==> config.mk <==
export PLATFORM = sky130hd
export DESIGN_NAME = sd_blk_xfer
export DESIGN_NICKNAME = d
export VERILOG_FILES = /design/src/rtl/sd_xfer_pkg.sv /design/src/rtl/sd_xfer_cnt.sv /design/src/rtl/sd_xfer_respdec.sv /design/src/rtl/sd_blk_xfer.sv
export SDC_FILE = /design/constraint.sdc
export NUM_CORES = 1
export LEC_CHECK = 0
export BUFFER_PORTS_ARGS = -buffer_cell sky130_fd_sc_hd__buf_2
export CAP_MARGIN = 20
export CORE_MARGIN = 1.5
export CORE_UTILIZATION = 55
export CTS_BUF_LIST = sky130_fd_sc_hd__clkbuf_8
export DETAILED_ROUTE_END_ITERATION = 8
export PLACE_DENSITY = 0.79
export SETUP_SLACK_MARGIN = 0.5
export SLEW_MARGIN = 20
export SYNTH_ARGS = -nofsm -noshare
export SYNTH_HDL_FRONTEND = slang
export SYNTH_SLANG_ARGS = --single-unit
==> constraint.sdc <==
create_clock -name clk -period 3.55 [get_ports clk]
set_input_delay 0.1775 -clock clk [delete_from_list [all_inputs] [get_ports clk]]
set_output_delay 0.1775 -clock clk [all_outputs]
set_load 0.005 [all_outputs]
==> src/rtl/sd_xfer_pkg.sv <==
package sd_xfer_pkg;

   localparam logic [7:0] TOK_START = 8'hFE;
   localparam logic [7:0] FILL_BYTE = 8'hFF;
   localparam logic [4:0] RESP_ACCEPT = 5'h05;
   localparam logic [4:0] RESP_CRC_BAD = 5'h0B;
   localparam logic [4:0] RESP_WR_FAIL = 5'h0D;

   typedef enum logic [2:0] {
      XE_NONE    = 3'd0,
      XE_TIMEOUT = 3'd1,
      XE_CRC     = 3'd2,
      XE_WRITE   = 3'd3,
      XE_TOKEN   = 3'd4
   } xfer_err_e;

   typedef enum logic [3:0] {
      ST_IDLE,
      ST_HUNT,
      ST_RDATA,
      ST_RCRC,
      ST_WTOK,
      ST_WDATA,
      ST_WCRC,
      ST_WRESP,
      ST_WBUSY,
      ST_REL
   } xfer_state_e;

endpackage

==> src/rtl/sd_xfer_cnt.sv <==
module sd_xfer_cnt #(
   parameter int W = 8
) (
   input  logic         clk,
   input  logic         rst_n,
   input  logic         clr,
   input  logic         inc,
   output logic [W-1:0] q
);
   if (W < 1) begin : g_bad_w
      $error("sd_xfer_cnt: W must be at least 1");
   end

   always_ff @(posedge clk or negedge rst_n) begin
      if (!rst_n)   q <= '0;
      else if (clr) q <= '0;
      else if (inc) q <= q + 1'b1;
   end
endmodule

==> src/rtl/sd_xfer_respdec.sv <==
module sd_xfer_respdec
   import sd_xfer_pkg::*;
(
   input  logic [4:0] tok,
   output logic       accepted,
   output xfer_err_e  code
);
   always_comb begin
      accepted = (tok == RESP_ACCEPT);
      unique case (tok)
         RESP_ACCEPT:  code = XE_NONE;
         RESP_CRC_BAD: code = XE_CRC;
         RESP_WR_FAIL: code = XE_WRITE;
         default:      code = XE_TOKEN;
      endcase
   end
endmodule

==> src/rtl/sd_blk_xfer.sv <==
module sd_blk_xfer
   import sd_xfer_pkg::*;
#(
   parameter int BLK_LEN = 512,
   parameter int REG_LEN = 16,
   parameter int TMO_W   = 16,
   parameter bit TMO_EN  = 1'b1
) (
   input  logic             clk,
   input  logic             rst_n,
   input  logic             start,
   input  logic             start_wr,
   input  logic             start_short,
   input  logic [TMO_W-1:0] tmo_limit,
   output logic             busy,
   output logic             done,
   output logic [2:0]       err_code,
   output logic             cs_n,
   output logic             spi_req,
   output logic [7:0]       spi_tx,
   input  logic             spi_ack,
   input  logic [7:0]       spi_rx,
   output logic             rd_valid,
   output logic [7:0]       rd_data,
   input  logic             rd_ready,
   input  logic             wr_valid,
   input  logic [7:0]       wr_data,
   output logic             wr_ready
);
   localparam int LEN_W = $clog2(BLK_LEN + 1);

   if (BLK_LEN < 2) begin : g_bad_blk
      $error("sd_blk_xfer: BLK_LEN must be at least 2");
   end
   if (REG_LEN < 1 || REG_LEN > BLK_LEN) begin : g_bad_reg
      $error("sd_blk_xfer: REG_LEN must lie in 1..BLK_LEN");
   end
   if (TMO_W < 1) begin : g_bad_tmo
      $error("sd_blk_xfer: TMO_W must be at least 1");
   end

   xfer_state_e state, state_n;
   xfer_err_e   err_q, err_n;
   logic        short_q;
   logic        xfer;
   logic        launch_ok;
   logic [7:0]  launch_byte;
   logic [LEN_W-1:0] idx_q, cur_len;
   logic [TMO_W-1:0] tmo_q;
   logic        last, tmo_hit, in_count, in_wait, st_chg;
   logic        resp_ok;
   xfer_err_e   resp_code;

   assign xfer     = spi_req && spi_ack;
   assign busy     = (state != ST_IDLE);
   assign err_code = err_q;
   assign st_chg   = (state_n != state);
   assign cur_len  = short_q ? LEN_W'(REG_LEN) : LEN_W'(BLK_LEN);
   assign last     = (idx_q == cur_len - 1'b1);
   assign in_count = (state == ST_RDATA) || (state == ST_RCRC) ||
                     (state == ST_WDATA) || (state == ST_WCRC);
   assign in_wait  = (state == ST_HUNT) || (state == ST_WBUSY);
   assign wr_ready = (state == ST_WDATA) && !spi_req;

   sd_xfer_cnt #(.W(LEN_W)) u_idx (
      .clk   (clk),
      .rst_n (rst_n),
      .clr   (st_chg),
      .inc   (xfer && in_count),
      .q     (idx_q)
   );

   if (TMO_EN) begin : g_tmo
      sd_xfer_cnt #(.W(TMO_W)) u_tmo (
         .clk   (clk),
         .rst_n (rst_n),
         .clr   (st_chg),
         .inc   (xfer && in_wait),
         .q     (tmo_q)
      );
      assign tmo_hit = (tmo_limit != '0) &&
                       ({1'b0, tmo_q} + 1'b1 == {1'b0, tmo_limit});
   end else begin : g_no_tmo
      assign tmo_q   = '0;
      assign tmo_hit = 1'b0;
   end

   sd_xfer_respdec u_dec (
      .tok      (spi_rx[4:0]),
      .accepted (resp_ok),
      .code     (resp_code)
   );

   // byte to launch in the current state
   always_comb begin
      launch_byte = FILL_BYTE;
      launch_ok   = !spi_req && (state != ST_IDLE);
      unique case (state)
         ST_WTOK:  launch_byte = TOK_START;
         ST_WDATA: begin
            launch_byte = wr_data;
            launch_ok   = wr_ready && wr_valid;
         end
         ST_RDATA: launch_ok = !spi_req && !rd_valid;
         default:  ;
      endcase
   end

   // next state and error capture
   always_comb begin
      state_n = state;
      err_n   = err_q;
      unique case (state)
         ST_IDLE: if (start) begin
            state_n = start_wr ? ST_WTOK : ST_HUNT;
            err_n   = XE_NONE;
         end
         ST_HUNT: if (xfer) begin
            if (spi_rx == TOK_START) state_n = ST_RDATA;
            else if (tmo_hit) begin
               state_n = ST_REL;
               err_n   = XE_TIMEOUT;
            end
         end
         ST_RDATA: if (xfer && last) state_n = ST_RCRC;
         ST_RCRC:  if (xfer && idx_q[0]) state_n = ST_REL;
         ST_WTOK:  if (xfer) state_n = ST_WDATA;
         ST_WDATA: if (xfer && last) state_n = ST_WCRC;
         ST_WCRC:  if (xfer && idx_q[0]) state_n = ST_WRESP;
         ST_WRESP: if (xfer) begin
            if (resp_ok) state_n = ST_WBUSY;
            else begin
               state_n = ST_REL;
               err_n   = resp_code;
            end
         end
         ST_WBUSY: if (xfer) begin
            if (spi_rx != 8'h00) state_n = ST_REL;
            else if (tmo_hit) begin
               state_n = ST_REL;
               err_n   = XE_TIMEOUT;
            end
         end
         ST_REL:   if (xfer) state_n = ST_IDLE;
         default:  state_n = ST_IDLE;
      endcase
   end

   always_ff @(posedge clk or negedge rst_n) begin
      if (!rst_n) begin
         state    <= ST_IDLE;
         err_q    <= XE_NONE;
         short_q  <= 1'b0;
         cs_n     <= 1'b1;
         spi_req  <= 1'b0;
         spi_tx   <= FILL_BYTE;
         rd_valid <= 1'b0;
         rd_data  <= '0;
         done     <= 1'b0;
      end else begin
         state <= state_n;
         err_q <= err_n;
         done  <= (state == ST_REL) && xfer;
         if (state == ST_IDLE && start) begin
            short_q <= start_short;
            cs_n    <= 1'b0;
         end
         if (state_n == ST_REL && state != ST_REL) cs_n <= 1'b1;
         if (launch_ok) begin
            spi_req <= 1'b1;
            spi_tx  <= launch_byte;
         end else if (xfer) begin
            spi_req <= 1'b0;
         end
         if (state == ST_RDATA && xfer) begin
            rd_valid <= 1'b1;
            rd_data  <= spi_rx;
         end else if (rd_valid && rd_ready) begin
            rd_valid <= 1'b0;
         end
      end
   end

   // chip select is released whenever the engine is idle
   a_r1_idle_cs: assert property (@(posedge clk) disable iff (!rst_n)
      (state == ST_IDLE) |-> cs_n);
   // a waiting read byte holds and blocks the next SPI byte
   a_r4_rd_hold: assert property (@(posedge clk) disable iff (!rst_n)
      (rd_valid && !rd_ready) |=> (rd_valid && $stable(rd_data)));
   a_r4_no_launch: assert property (@(posedge clk) disable iff (!rst_n)
      (state == ST_RDATA && rd_valid && !rd_ready && !spi_req) |=> !spi_req);
   // transmit byte stays put while the master works on it
   a_r5_tx_hold: assert property (@(posedge clk) disable iff (!rst_n)
      (spi_req && !spi_ack) |=> (spi_req && $stable(spi_tx)));
   // done comes with chip select high, nothing pending, for one cycle
   a_r8_done_cs: assert property (@(posedge clk) disable iff (!rst_n)
      done |-> (cs_n && !spi_req));
   a_r8_done_pulse: assert property (@(posedge clk) disable iff (!rst_n)
      done |=> !done);
   // error code only changes at start or when a transfer ends
   a_r11_err_hold: assert property (@(posedge clk) disable iff (!rst_n)
      (state == ST_IDLE && !start) |=> $stable(err_code));
endmodule

Word level (Yosys, flattened, before mapping)
Index checks and enable logic that the tools add are counted.
Storage, ports and cells
  memories kept: 0
  register bits after elaboration: 54
  input port bits: 40
  bits in writable memories: 0
  memory bits (read-only): 0
  bits in latches: 0
  logic and storage cells: 111
Operators by class
  div/mod/pow operators: 0
  shifts and indexed selects: 0
  add/sub/neg operators: 4
  multiplexer cells: 39
  reductions and logical operators: 32
  bitwise gates (word level): 0
  $lt $le $gt $ge: 0
  equality and inequality tests: 25
  multipliers: 0
Operators by type and width (count)
  2-to-1 mux 4 bit: 13
  case mux 4 bit (10 select lines): 1
  2-to-1 mux 16 bit: 2
  2-to-1 mux 10 bit: 3
  2-to-1 mux 3 bit: 9
  adder 16 x 1 -> 17 bit, second input constant: 1
  equality test 17 x 16 -> 1 bit: 1
  adder 16 x 1 -> 16 bit, second input constant: 1
  equality test 4 x 3 -> 1 bit, second input constant: 4
  case mux 8 bit (2 select lines): 1
  nonzero test 16 bit: 1
  logical AND 1 bit: 15
  inequality test 2 bit, second input constant: 7
  equality test 4 bit, second input constant: 3
  case mux 3 bit (4 select lines): 1
  adder 10 x 1 -> 10 bit, second input constant: 1
  equality test 10 bit: 1
  equality test 5 x 4 -> 1 bit, second input constant: 2
  nonzero test 2 bit: 5
  subtractor 10 x 1 -> 10 bit, second input constant: 1
  equality test 4 x 2 -> 1 bit, second input constant: 2
  equality test 8 bit, second input constant: 1
  AND reduction 8 bit: 1
  nonzero test 4 bit: 2
  11 further kinds: 21

Depth between registers and ports, before layout
Gate-level depths: netlist of run 1.
  depth after elaboration: 10
  depth in mapped cells: 10

Cells and area by module
From an unflattened synthesis of run 1, not the netlist that was laid out.
Unflattened totals
  cells, all modules: 401
  area, all modules: 3652.3 µm²
By module, submodules not included
  sd_blk_xfer: instances 1, cells an instance 263, area each 2229.6 µm², seq. area each 711.9 µm²
  sd_xfer_cnt (g_tmo.u_tmo): instances 1, cells an instance 82, area each 872.1 µm², seq. area each 400.4 µm²
  sd_xfer_cnt (u_idx): instances 1, cells an instance 47, area each 495.5 µm², seq. area each 250.2 µm²
  sd_xfer_respdec: instances 1, cells an instance 9, area each 55.1 µm², seq. area each 0.0 µm²

Worst setup path before layout of run 1
Ideal clock, no wire load.
  path type: reg-to-reg
  start point: register g_tmo.u_tmo.q[0]
  end point: register u_idx.q[6]
  stages on the path, launching flop included: 10
  data required time: 3431 ps
  buffers on the path: 1
  arrival: 2352 ps
  path slack: 1079 ps
  path through: dfrtp_1 ha_1 xor2_1 a211oi_1 o211ai_1 nor4_4 nand4_2 o311ai_4 buf_6 nor2_2
On the way
  cells in the longest elaborated chain, start to end: 9
  elaborated cells on any way between the ends: 12
Ends and longest elaborated chain
  start: declaration: line sd_xfer_cnt.sv:8  | output logic [W-1:0] q
  start signal: assignment: line sd_xfer_cnt.sv:17  | else if (inc) q <= q + 1'b1;
  adder 16 x 1 -> 17 bit *: line sd_blk_xfer.sv:82  | ({1'b0, tmo_q} + 1'b1 == {1'b0, tmo_limit});
  equality test 17 x 16 -> 1 bit *: line sd_blk_xfer.sv:82
  logical AND 1 bit *: line sd_blk_xfer.sv:81  | assign tmo_hit = (tmo_limit != '0) &&
  2-to-1 mux 4 bit *: line sd_blk_xfer.sv:120, sd_blk_xfer.sv:139
  2-to-1 mux 4 bit (on tied branches): line sd_blk_xfer.sv:138, sd_blk_xfer.sv:119
  2-to-1 mux 4 bit (on tied branches): line sd_blk_xfer.sv:137, sd_blk_xfer.sv:118
  case mux 4 bit (10 select lines) *: line sd_blk_xfer.sv:113  | unique case (state)
  inequality test 4 bit *: line sd_blk_xfer.sv:57  | assign st_chg = (state_n != state);
  2-to-1 mux 10 bit or nonzero test 2 bit (tied branches)
  end signal: assignment: line sd_xfer_cnt.sv:17
  end: declaration: line sd_xfer_cnt.sv:8
Mark *: on every way between the ends. The rest lies on a longest branch, timed or not.
A chain may end at the register's enable or synchronous reset.

Final worst setup path of run 1
  start point: register g_tmo.u_tmo.q[0]
  end point: register g_tmo.u_tmo.q[7]
On the way
  cells in the longest elaborated chain, start to end: 9
  elaborated cells on any way between the ends: 14
Ends and longest elaborated chain (line)
  adder 16 x 1 -> 17 bit: sd_blk_xfer.sv:82
  equality test 17 x 16 -> 1 bit: sd_blk_xfer.sv:82
  logical AND 1 bit: sd_blk_xfer.sv:81
  2-to-1 mux 4 bit: sd_blk_xfer.sv:120, sd_blk_xfer.sv:139
  2-to-1 mux 4 bit (on tied branches): sd_blk_xfer.sv:138, sd_blk_xfer.sv:119
  2-to-1 mux 4 bit (on tied branches): sd_blk_xfer.sv:137, sd_blk_xfer.sv:118
  case mux 4 bit (10 select lines): sd_blk_xfer.sv:113
  inequality test 4 bit: sd_blk_xfer.sv:57
  2-to-1 mux 16 bit or nonzero test 2 bit (tied branches)
Parallel ways exist; a longest one is shown, timed or not. The select of a mux whose other input is x is not followed.

==> flow_summary.json, run 1 <==
{
  "run_status": "complete, no violations",
  "synth_area_in_adders_pct": 0.691,
  "syn_inst": 389,
  "post_cts_resized": 0,
  "post_synth_mux_area_share_pct": 3.66,
  "root_buffer_master": "sky130_fd_sc_hd__clkbuf_8",
  "grt_overflow_total": 0,
  "vias": 3156,
  "leakage_uw": 0.00169,
  "critPathMaxFanout": 26,
  "synth_ff_type": "sky130_fd_sc_hd__dfrtp_1",
  "ios": 65,
  "timing.final.max_slew_violations": 0,
  "async_flop_share_pct": 100,
  "post-cts-setup-buffer-count": 0,
  "post_drt_wl_per_cell_microns": 16.0,
  "part_of_the_total_power_dissipated_in_the_clock_network_pct": 15.0,
  "worstMarginPinSlew_ns": 0.714,
  "yosys-top-cells-area": "sky130_fd_sc_hd__dfrtp_1 (31%), sky130_fd_sc_hd__xnor2_1 (7.7%), sky130_fd_sc_hd__dfstp_2 (6.5%)",
  "final_routed_wirelength_mm": 8.39,
  "drt-initial-drc-count": 199,
  "cts.htree.levels": 2,
  "drc": 0,
  "die_width_microns": 84.1,
  "start_util_pct": 57.0,
  "number_of_hold_violations_in_the_final_report": 0,
  "synth-edff-count": 0,
  "cts_hold_buf": 1,
  "std_cell_rows": 29,
  "unrepaired_setup_endpoints_after_global_routing": "false",
  "hold_class": "in2reg",
  "final_nets": 490,
  "vdd_drop_max_v": 0.000433,
  "setup-tns-final_ns": 0,
  "layout_worst_path_cycle_share_pct": 78.9,
  "worst_setup_skew_after_layout_ns": 0.00787,
  "layout_setup_ws_ns": 0.749,
  "vias_per_cell": 6.00,
  "synth_seq_cells": 54,
  "timing.critical_path.arrival_ns": 2.99,
  "groute.usage.overall_pct": 24.6,
  "timing.max_slew.rel_slack_pct": 51.9,
  "end_kind": "register",
  "grt_pass1_wl_mm": 14.1,
  "yosys.area_share.simple_pct": 28.1,
  "internal_power_uw": 1310,
  "p_sw_share_pct": 41.5,
  "final_layout_size_suffix_gt1_share_pct": 29.6,
  "tritoncts": "built",
  "clkLatencyLatePin_ns": 0.31,
  "tritoncts.num_buffers": 5,
  "clockBufferDepth": 2,
  "seq_power_share_pct": 39.7,
  "setup-violations-final": 0,
  "yosysSeqAreaShare_pct": 37.6,
  "yosys_warnings": 0,
  "tritoncts_num_sinks": 54,
  "synth_top_area_share_pct": 31.1,
  "finish.utilization_pct": 63.5,
  "antenna_found_initial": 0,
  "path_type_of_the_worst_setup_path": "reg2reg",
  "synthXorXnorAreaFrac_pct": 12.1,
  "detailedRoute.firstPassIterationCount": 5,
  "mappedNetlistArea_sq_um": 3620,
  "globalplace.congestion": 0.917,
  "net-switching-power_uw": 930,
  "core_region_area_sq_um": 6350,
  "fp.dieArea_sq_um": 7080,
  "detailedPlace.worstSlack_ns": 0.764,
  "antenna_left": 0,
  "maxCapViolCount": 0,
  "crit_path_start_kind": "register",
  "final.min_clock_period_ns": 2.80,
  "synth_top_area_cell": "sky130_fd_sc_hd__dfrtp_1",
  "first_global_vias": 3001,
  "die_h_microns": 84.1,
  "combinational_family_with_the_most_area_after_synthesis": "simple AND/OR/NAND/NOR gates",
  "fmax_ghz": 0.357,
  "dp_hpwl_mm": 6.28,
  "port-buffer-count": 64,
  "flow.area_growth_from_synthesis_pct": 11.4,
  "power.combinational.fraction_pct": 45.4,
  "ys_types": 65,
  "postSynthNetCount": 431,
  "grt_start_max_net_pins": 34,
  "clk_pin_slew_worst_paths_ns": 0.10,
  "fraction_of_the_mapped_netlist_area_in_compound_gates_pct": 13.4,
  "mostFrequentLayoutCells": "sky130_fd_sc_hd__buf_2 (64), sky130_fd_sc_hd__dfrtp_1 (45), sky130_fd_sc_hd__nor2_1 (42)",
  "antenna-diode-count": 0,
  "mostFrequentLayoutCell": "sky130_fd_sc_hd__buf_2",
  "syn_area_per_cell_sq_um": 9.31,
  "power_density_nw_per_um2": 555,
  "timing.critical_path.required_ns": 3.74
}
==> layout make-up <==
type | count | area, sq um
clock buffers | 5 | 68.8
repair buffers | 70 | 368
inverters | 7 | 26.3
multi-input cells | 310 | 2100
clock inverters | 3 | 13.8
flip-flops and latches | 54 | 1360
fillers | 552 | 2310
well taps | 77 | 96.3
==> power by group through the flow <==
stage	Combinational [uW]	Clock [uW]	Sequential (uW)
3_5_place_dp	1010	0	897
2_1_floorplan	758	0	872
3_3_place_gp	983	0	892
5_1_grt	1110	369	907
6_report	1020	336	888
4_1_cts	1020	344	886
==> synth_stat cells (9+ instances only) <==
library cell and number:
sky130_fd_sc_hd__o21ai_0 9, sky130_fd_sc_hd__xnor2_1 32, sky130_fd_sc_hd__nor2_2 20, sky130_fd_sc_hd__nor2_1 42
sky130_fd_sc_hd__nor4_1 10, sky130_fd_sc_hd__nand3_1 12, sky130_fd_sc_hd__a21oi_1 20, sky130_fd_sc_hd__dfrtp_1 45
sky130_fd_sc_hd__mux2_2 10, sky130_fd_sc_hd__dfstp_2 9, sky130_fd_sc_hd__nand2_1 35, sky130_fd_sc_hd__xor2_1 18
==> worst max-delay path: stages (launching register included) <==
cell and delay, ns:
sky130_fd_sc_hd__dfrtp_1 0.49, sky130_fd_sc_hd__ha_1 0.28, sky130_fd_sc_hd__nand2_1 0.16, sky130_fd_sc_hd__nor3_1 0.32, sky130_fd_sc_hd__nand3_1 0.14, sky130_fd_sc_hd__a211oi_2 0.30
sky130_fd_sc_hd__nand4_2 0.23, sky130_fd_sc_hd__o311ai_4 0.26, sky130_fd_sc_hd__buf_4 0.40, sky130_fd_sc_hd__nor2_1 0.09
==> final timing paths <==
kind / cells past startpoint / endpoint / startpoint / slack [ns]
max reg2reg: 9 / g_tmo.u_tmo.q[7]$_DFFE_PN0P_ / g_tmo.u_tmo.q[0]$_DFFE_PN0P_ / 0.75
min: 2 / rd_valid$_DFFE_PN0P_ / rd_ready / 0.04
max: 9 / g_tmo.u_tmo.q[7]$_DFFE_PN0P_ / g_tmo.u_tmo.q[0]$_DFFE_PN0P_ / 0.75
max in group asynchronous: 3 / spi_tx[5]$_DFFE_PN1P_ / rst_n / 2.34
min reg2reg: 2 / cs_n$_DFFE_PN1P_ / cs_n$_DFFE_PN1P_ / 0.50
min in group asynchronous: 2 / rd_data[5]$_DFFE_PN0P_ / rst_n / 0.36
==> registers in the layout (all words and copies together), names as in the netlist, 3 cells and up <==
register       flops
err_code           3
state              4
g_tmo.u_tmo.q     16
spi_tx             8
rd_data            8
u_idx.q           10
==> routing by layer <==
layer	wire length, microns	part of all wire [%]	track usage, %	up-vias
li1	-	-	-	1509
met1	3580	43	32.7	1531
met2	4200	50	42.0	104
met3	493	5.9	3.93	12
met4	119	1.4	6.56	0
met5	0	0	0	-
==> cell families (layout without fill, tap and decap cells) <==
group	count (synthesis)	count (layout)
muxes	12	12
DFF	54	54
adders and majority gates	2	2
xor gates and xnor gates	50	50
AOI/OAI and AO/OA	67	67
and+or+nand+nor	179	179
buffers and inverters	25	85
==> through the flow <==
stage / hold slack [ns] / cell area, sq um / cells / total power [uW]
floorplan: -0.118 / 3620 / 389 / 1630
global placement: 0.152 / 3940 / 517 / 1870
detailed placement: 0.164 / 3940 / 517 / 1910
CTS: 0.0370 / 4040 / 526 / 2250
global route: 0.0421 / 4040 / 526 / 2390
finish: 0.0388 / 4040 / 526 / 2240
Note: power is estimated with default switching activity, not from simulation.
==> inputs of run 2 (changes only) <==
--- a/config.mk
+++ b/config.mk
@@ -8,7 +8,7 @@
 export BUFFER_PORTS_ARGS = -buffer_cell sky130_fd_sc_hd__buf_2
 export CAP_MARGIN = 20
 export CORE_MARGIN = 1.5
-export CORE_UTILIZATION = 55
+export CORE_UTILIZATION = 53
 export CTS_BUF_LIST = sky130_fd_sc_hd__clkbuf_8
 export DETAILED_ROUTE_END_ITERATION = 8
 export PLACE_DENSITY = 0.79
==> constraint.sdc (replaced) <==
create_clock -name clk -period 2.5 [get_ports clk]
set_input_delay 0.125 -clock clk [delete_from_list [all_inputs] [get_ports clk]]
set_output_delay 0.125 -clock clk [all_outputs]
set_load 0.005 [all_outputs]
==> flow_summary.json, run 2 (synthesis gave the netlist of run 1 again) <==
{
  "run_status": "complete, but fails checks",
  "failing_checks": "design-rule violations",
  "tritoncts_num_sinks": 54,
  "largest_registers": "g_tmo.u_tmo.q (16), u_idx.q (10)",
  "antenna_left": 0,
  "dp_hpwl_mm": 6.39,
  "cts.htree.levels": 2,
  "critical-path-top-cell-by-count": "sky130_fd_sc_hd__buf_6",
  "multi_input_comb_area_sq_um": 2290,
  "power_density_nw_per_um2": 833,
  "power.combinational.fraction_pct": 53.5,
  "vias": 3299,
  "timing.critical_path.required_ns": 2.70,
  "tritoncts": "built",
  "ios": 65,
  "final_layout_size_suffix_gt1_share_pct": 43.3,
  "cp_cell_sequence": "buf_6 -> and3_4 -> xnor2_2 -> a211o_1 -> a211oi_2 -> nand4_2 -> o311ai_4 -> buf_6 -> buf_12 -> nor2_4",
  "vias_per_cell": 5.82,
  "core_region_area_sq_um": 6460,
  "drc": 2,
  "detailedRoute.firstPassIterationCount": 7,
  "setup-tns-final_ns": 0,
  "number_of_hold_violations_in_the_final_report": 0,
  "layout_setup_ws_ns": 0.135,
  "final.min_clock_period_ns": 2.37,
  "timing.critical_path.arrival_ns": 2.57,
  "timing.final.max_slew_violations": 0,
  "path_type_of_the_worst_setup_path": "reg2reg",
  "p_sw_share_pct": 39.9,
  "fmax_ghz": 0.423,
  "internal_power_uw": 2320,
  "dpl-instance-area_sq_um": 4120,
  "die_h_microns": 85.7,
  "antenna-diode-count": 0,
  "timing.max_slew.rel_slack_pct": 61.0,
  "maxCapViolCount": 0,
  "critPathMaxFanout": 8,
  "clockBufferDepth": 2,
  "layout.area.seq_sq_um": 1380,
  "grt_start_max_net_pins": 32,
  "die_width_microns": 85.7,
  "part_of_the_total_power_dissipated_in_the_clock_network_pct": 13.6,
  "port-buffer-count": 64,
  "cpMaxStageDelayCell": "sky130_fd_sc_hd__dfrtp_2",
  "seq_power_share_pct": 32.9,
  "max_flop_register": "g_tmo.u_tmo.q",
  "final_nets": 531,
  "clk_pin_slew_worst_paths_ns": 0.10,
  "flow.area_growth_from_synthesis_pct": 28.1,
  "first_global_vias": 3231,
  "layout_worst_path_cycle_share_pct": 94.6,
  "worstMarginPinSlew_ns": 0.584,
  "largest_register_ffs": 16,
  "grt_pass1_wl_mm": 15.1,
  "mostFrequentLayoutCell": "sky130_fd_sc_hd__buf_2",
  "hold_class": "in2reg",
  "antenna_found_initial": 0,
  "place.detailed.instances": 534,
  "fillers": 493,
  "net-switching-power_uw": 1540,
  "setup-violations-final": 0,
  "non_filler_cell_area_final_sq_um": 4640,
  "worst_setup_skew_after_layout_ns": 0.0119,
  "final_routed_wirelength_mm": 9.12,
  "end_kind": "register",
  "groute.usage.overall_pct": 25.6,
  "detailedPlace.worstSlack_ns": 0.0306,
  "fp.dieArea_sq_um": 7340,
  "start_util_pct": 56.1,
  "clkLatencyLatePin_ns": 0.32,
  "root_buffer_master": "sky130_fd_sc_hd__clkbuf_8",
  "vdd_drop_max_v": 0.000487,
  "fin_worst_hold_slack_ns": 0.0298,
  "tritoncts.num_buffers": 5,
  "instances_no_fill": 567,
  "globalplace.congestion": 0.905,
  "grt_overflow_total": 0,
  "post_drt_wl_per_cell_microns": 16.1,
  "std_cell_rows": 29,
  "leakage_uw": 0.00192,
  "drt-initial-drc-count": 290,
  "unrepaired_setup_endpoints_after_global_routing": "true",
  "critical-path-max-stage-delay_ns": 0.44,
  "crit_path_start_kind": "register",
  "mostFrequentLayoutCells": "sky130_fd_sc_hd__buf_2 (64), sky130_fd_sc_hd__nor2_1 (36), sky130_fd_sc_hd__buf_4 (34)"
}
-- run 2: stage by stage --
| stage | utilization [%] | total power (uW) |
|---|---|---|
| floorplan | - | 2320 |
| global placement | 63.8 | 2760 |
| detailed placement | 63.8 | 2790 |
| CTS | 69.9 | 3660 |
| global route | 71.8 | 4080 |
| finish | 71.8 | 3860 |
-- run 2: final timing paths --
path / cells after the start / start / slack [ns] / end
hold reg to reg: 1 / err_code[0]$_DFFE_PN0P_ / 0.50 / err_code[0]$_DFFE_PN0P_
min in group asynchronous: 2 / rst_n / 0.33 / err_code[2]$_DFFE_PN0P_
setup / recovery: 10 / g_tmo.u_tmo.q[0]$_DFFE_PN0P_ / 0.13 / g_tmo.u_tmo.q[10]$_DFFE_PN0P_
setup reg to reg: 10 / g_tmo.u_tmo.q[0]$_DFFE_PN0P_ / 0.13 / g_tmo.u_tmo.q[10]$_DFFE_PN0P_
max in group asynchronous: 3 / rst_n / 1.54 / spi_tx[3]$_DFFE_PN1P_
hold / removal: 2 / spi_ack / 0.03 / spi_req$_DFFE_PN0P_
-- run 2: critical path: cells and delay by family (launching register included) --
kind | cells | cell delay (ns)
AOI/OAI and AO/OA | 3 | 0.88
xor gates and xnor gates | 1 | 0.12
buffers and inverters | 3 | 0.46
DFF | 1 | 0.44
and+or+nand+nor | 3 | 0.34
-- run 2: metal layers --
layer | track usage [%] | vias to the layer above | wire length, microns
li1 | - | 1590 | -
met1 | 33.7 | 1578 | 3930
met2 | 42.4 | 110 | 4460
met3 | 4.62 | 21 | 555
met4 | 8.94 | 0 | 172
met5 | 0 | - | 0
-- run 2: power groups by stage --
stage	sequential, uW	combinational, uW	clock [uW]
5_1_grt	1310	2210	562
4_1_cts	1270	1860	534
3_5_place_dp	1300	1490	0
3_3_place_gp	1290	1470	0
6_report	1270	2060	525
2_1_floorplan	1240	1080	0
-- run 2: what timing repair did --
action	in CTS	in global routing
endpoints found under the hold margin	23	0
setup buffers	19	1
resized for setup	38	24
hold buffers	2	0
endpoints found under the setup margin	40	41
cloned	3	0
pin swaps	10	14
-- run 2: layout make-up --
cell class                      count  area share (%)
Inverter                            7           0.566
Clock buffer                        6            1.78
Tap cell                           77            2.08
Timing Repair Buffer              110            16.1
Sequential cell                    54            29.8
Multi-Input combinational cell    311            49.4
Clock inverter                      2           0.270
==> inputs of run 3 (changes only) <==
--- a/config.mk
+++ b/config.mk
@@ -6,12 +6,10 @@
 export NUM_CORES = 1
 export LEC_CHECK = 0
 export BUFFER_PORTS_ARGS = -buffer_cell sky130_fd_sc_hd__buf_2
-export CAP_MARGIN = 20
-export CORE_MARGIN = 1.5
-export CORE_UTILIZATION = 53
+export CORE_UTILIZATION = 45
 export CTS_BUF_LIST = sky130_fd_sc_hd__clkbuf_8
 export DETAILED_ROUTE_END_ITERATION = 8
-export PLACE_DENSITY = 0.79
+export PLACE_DENSITY = 0.69
 export SETUP_SLACK_MARGIN = 0.5
 export SLEW_MARGIN = 20
 export SYNTH_ARGS = -nofsm -noshare
==> flow_summary.json, run 3 (synthesis gave the netlist of run 1 again) <==
{
  "critPathMaxFanout": 19,
  "start_util_pct": 46.6,
  "grt_overflow_total": 0,
  "antenna_left": 0,
  "first_global_vias": 3175,
  "clockBufferDepth": 2,
  "path_type_of_the_worst_setup_path": "reg2reg",
  "drc": 0,
  "fmax_ghz": 0.433,
  "cp_cell_sequence": "ha_4 -> nand2_2 -> nor3_2 -> xnor2_1 -> a211oi_2 -> nand4_2 -> o311ai_4 -> buf_12 -> nor2_2",
  "port-buffer-count": 64,
  "vias_per_cell": 5.56,
  "ios": 65,
  "rrSetupSlack_ns": 0.19,
  "dp_hpwl_mm": 6.63,
  "antenna-diode-count": 0,
  "root_buffer_master": "sky130_fd_sc_hd__clkbuf_8",
  "cts.htree.levels": 2,
  "clk_pin_slew_worst_paths_ns": 0.09,
  "largest_registers": "g_tmo.u_tmo.q (16), u_idx.q (10)",
  "fp.dieArea_sq_um": 8410,
  "timing.critical_path.required_ns": 2.70,
  "worstMarginPinSlew_ns": 0.903,
  "tritoncts_num_sinks": 54,
  "std_cell_rows": 32,
  "power_density_nw_per_um2": 787,
  "grt_pass1_wl_mm": 15.3,
  "crit_path_start_kind": "register",
  "wl_met1_mm": 3.95,
  "final_routed_wirelength_mm": 9.28,
  "power.total_uw": 3550,
  "leakage_uw": 0.00185,
  "largest_register_ffs": 16,
  "core_region_area_sq_um": 7770,
  "timing.max_slew.rel_slack_pct": 39.8,
  "unrepaired_setup_endpoints_after_global_routing": "true",
  "mostFrequentLayoutCell": "sky130_fd_sc_hd__buf_2",
  "vias": 3241,
  "drt-initial-drc-count": 160,
  "die_width_microns": 91.7,
  "maxCapViolCount": 0,
  "antenna_found_initial": 0,
  "final_nets": 522,
  "run_status": "complete, no violations",
  "number_of_hold_violations_in_the_final_report": 0,
  "max_flop_register": "g_tmo.u_tmo.q",
  "layout_worst_path_cycle_share_pct": 92.4,
  "setup-violations-final": 0,
  "vdd_drop_max_v": 0.000423,
  "clkLatencyLatePin_ns": 0.31,
  "detailroute.wirelength.met2_mm": 4.79,
  "cpMaxStageDelayCell": "sky130_fd_sc_hd__dfrtp_2",
  "mostFrequentLayoutCells": "sky130_fd_sc_hd__buf_2 (64), sky130_fd_sc_hd__nor2_1 (37), sky130_fd_sc_hd__dfrtp_1 (35)",
  "die_h_microns": 91.7,
  "timing.critical_path.arrival_ns": 2.51,
  "groute.usage.overall_pct": 22.7,
  "flow.area_growth_from_synthesis_pct": 24.7,
  "worst_setup_skew_after_layout_ns": 0.00759,
  "route.met3.wl_microns": 415,
  "grt_start_max_net_pins": 42,
  "tritoncts": "built",
  "critical-path-max-stage-delay_ns": 0.45,
  "hold_class": "in2reg",
  "detailedRoute.firstPassIterationCount": 4,
  "timing.final.max_slew_violations": 0,
  "final.min_clock_period_ns": 2.31,
  "dr.max_layer_used": "met4",
  "place.detailed.instances": 560,
  "final_layout_size_suffix_gt1_share_pct": 41.2,
  "tritoncts.num_buffers": 5,
  "post_drt_wl_per_cell_microns": 15.9,
  "setup-tns-final_ns": 0,
  "globalplace.congestion": 0.897,
  "end_kind": "register",
  "instances_no_fill": 583
}
==> run 3: cell count changes in the layout (fill, tap and decap cells not counted), moves of 2 or more <==
| cell | change |
|---|---|
| sky130_fd_sc_hd__buf_6 | -2 |
| sky130_fd_sc_hd__buf_12 | -3 |
| sky130_fd_sc_hd__nor4_1 | -3 |
| sky130_fd_sc_hd__nor3_4 | -2 |
| sky130_fd_sc_hd__nor4_2 | +3 |
| sky130_fd_sc_hd__nor2_2 | +5 |
| sky130_fd_sc_hd__dfrtp_1 | +4 |
| sky130_fd_sc_hd__nor3_2 | +2 |
| sky130_fd_sc_hd__dfrtp_2 | -4 |
| sky130_fd_sc_hd__buf_4 | -4 |
| sky130_fd_sc_hd__nor2_4 | -6 |
==> run 3: stage by stage <==
| step | instance area [sq um] | util (%) | hold WS [ns] | setup WS (ns) |
|---|---|---|---|---|
| floorplan | 3660 | - | -0.171 | 0.220 |
| global placement | 4160 | 53.5 | 0.298 | 0.118 |
| detailed placement | 4160 | 53.5 | 0.322 | 0.0779 |
| CTS | 4390 | 56.5 | 0.0361 | 0.166 |
| global route | 4520 | 58.2 | 0.0422 | 0.0465 |
| finish | 4520 | 58.2 | 0.0439 | 0.190 |
==> run 3: path summary, 6_finish.rpt <==
check,from,to,depth (start not counted)
worst max-delay path,g_tmo.u_tmo.q[1]$_DFFE_PN0P_,g_tmo.u_tmo.q[14]$_DFFE_PN0P_,9
worst min-delay path,wr_data[7],spi_tx[7]$_DFFE_PN1P_,3
worst max register to register,g_tmo.u_tmo.q[1]$_DFFE_PN0P_,g_tmo.u_tmo.q[14]$_DFFE_PN0P_,9
worst min register to register,err_code[0]$_DFFE_PN0P_,err_code[0]$_DFFE_PN0P_,1
max in group asynchronous,rst_n,spi_tx[4]$_DFFE_PN1P_,3
min in group asynchronous,rst_n,rd_data[0]$_DFFE_PN0P_,2
==> run 3: what timing repair did <==
action / in CTS / in global routing
hold buffers: 2 / 0
gates cloned: 1 / 0
buffers inserted: 8 / 4
endpoints found under the hold margin: 36 / 0
endpoints found under the setup margin: 41 / 49
resized for setup: 17 / 23
pin swaps: 0 / 6
==> run 3: critical path, delay by kind of cell, from the launching register on <==
kind / cells / cell delay (ns)
AO/OA/AOI/OAI: 2 / 0.60
AND/OR/NAND/NOR: 4 / 0.58
XOR/XNOR: 1 / 0.12
buffers and inverters: 1 / 0.22
adder cells (fa/ha/maj): 1 / 0.22
flip-flops: 1 / 0.45
==> run 3: routing by layer <==
metal | vias up | GRT usage (%)
met1 | 1563 | 28.8
li1 | 1580 | -
met2 | 81 | 39.7
met5 | - | 0
met4 | 0 | 7.16
met3 | 17 | 3.57
==> run 3: where the power goes <==
group	leakage, uW	internal (uW)	switching [uW]
clock	0.0000524	220	280
combinational	0.00112	793	1010
sequential	0.000682	1100	152
total	0.00185	2110	1440
==> run 3: final cells by class <==
type                       instances  area, sq um
clock buffer                       6         82.6
clock inverter                     2         8.76
fill                             718         3250
inverter                           7         26.3
multi-input combinational        311         2270
sequential                        54         1380
tap                              102          128
timing repair buffer             101          629
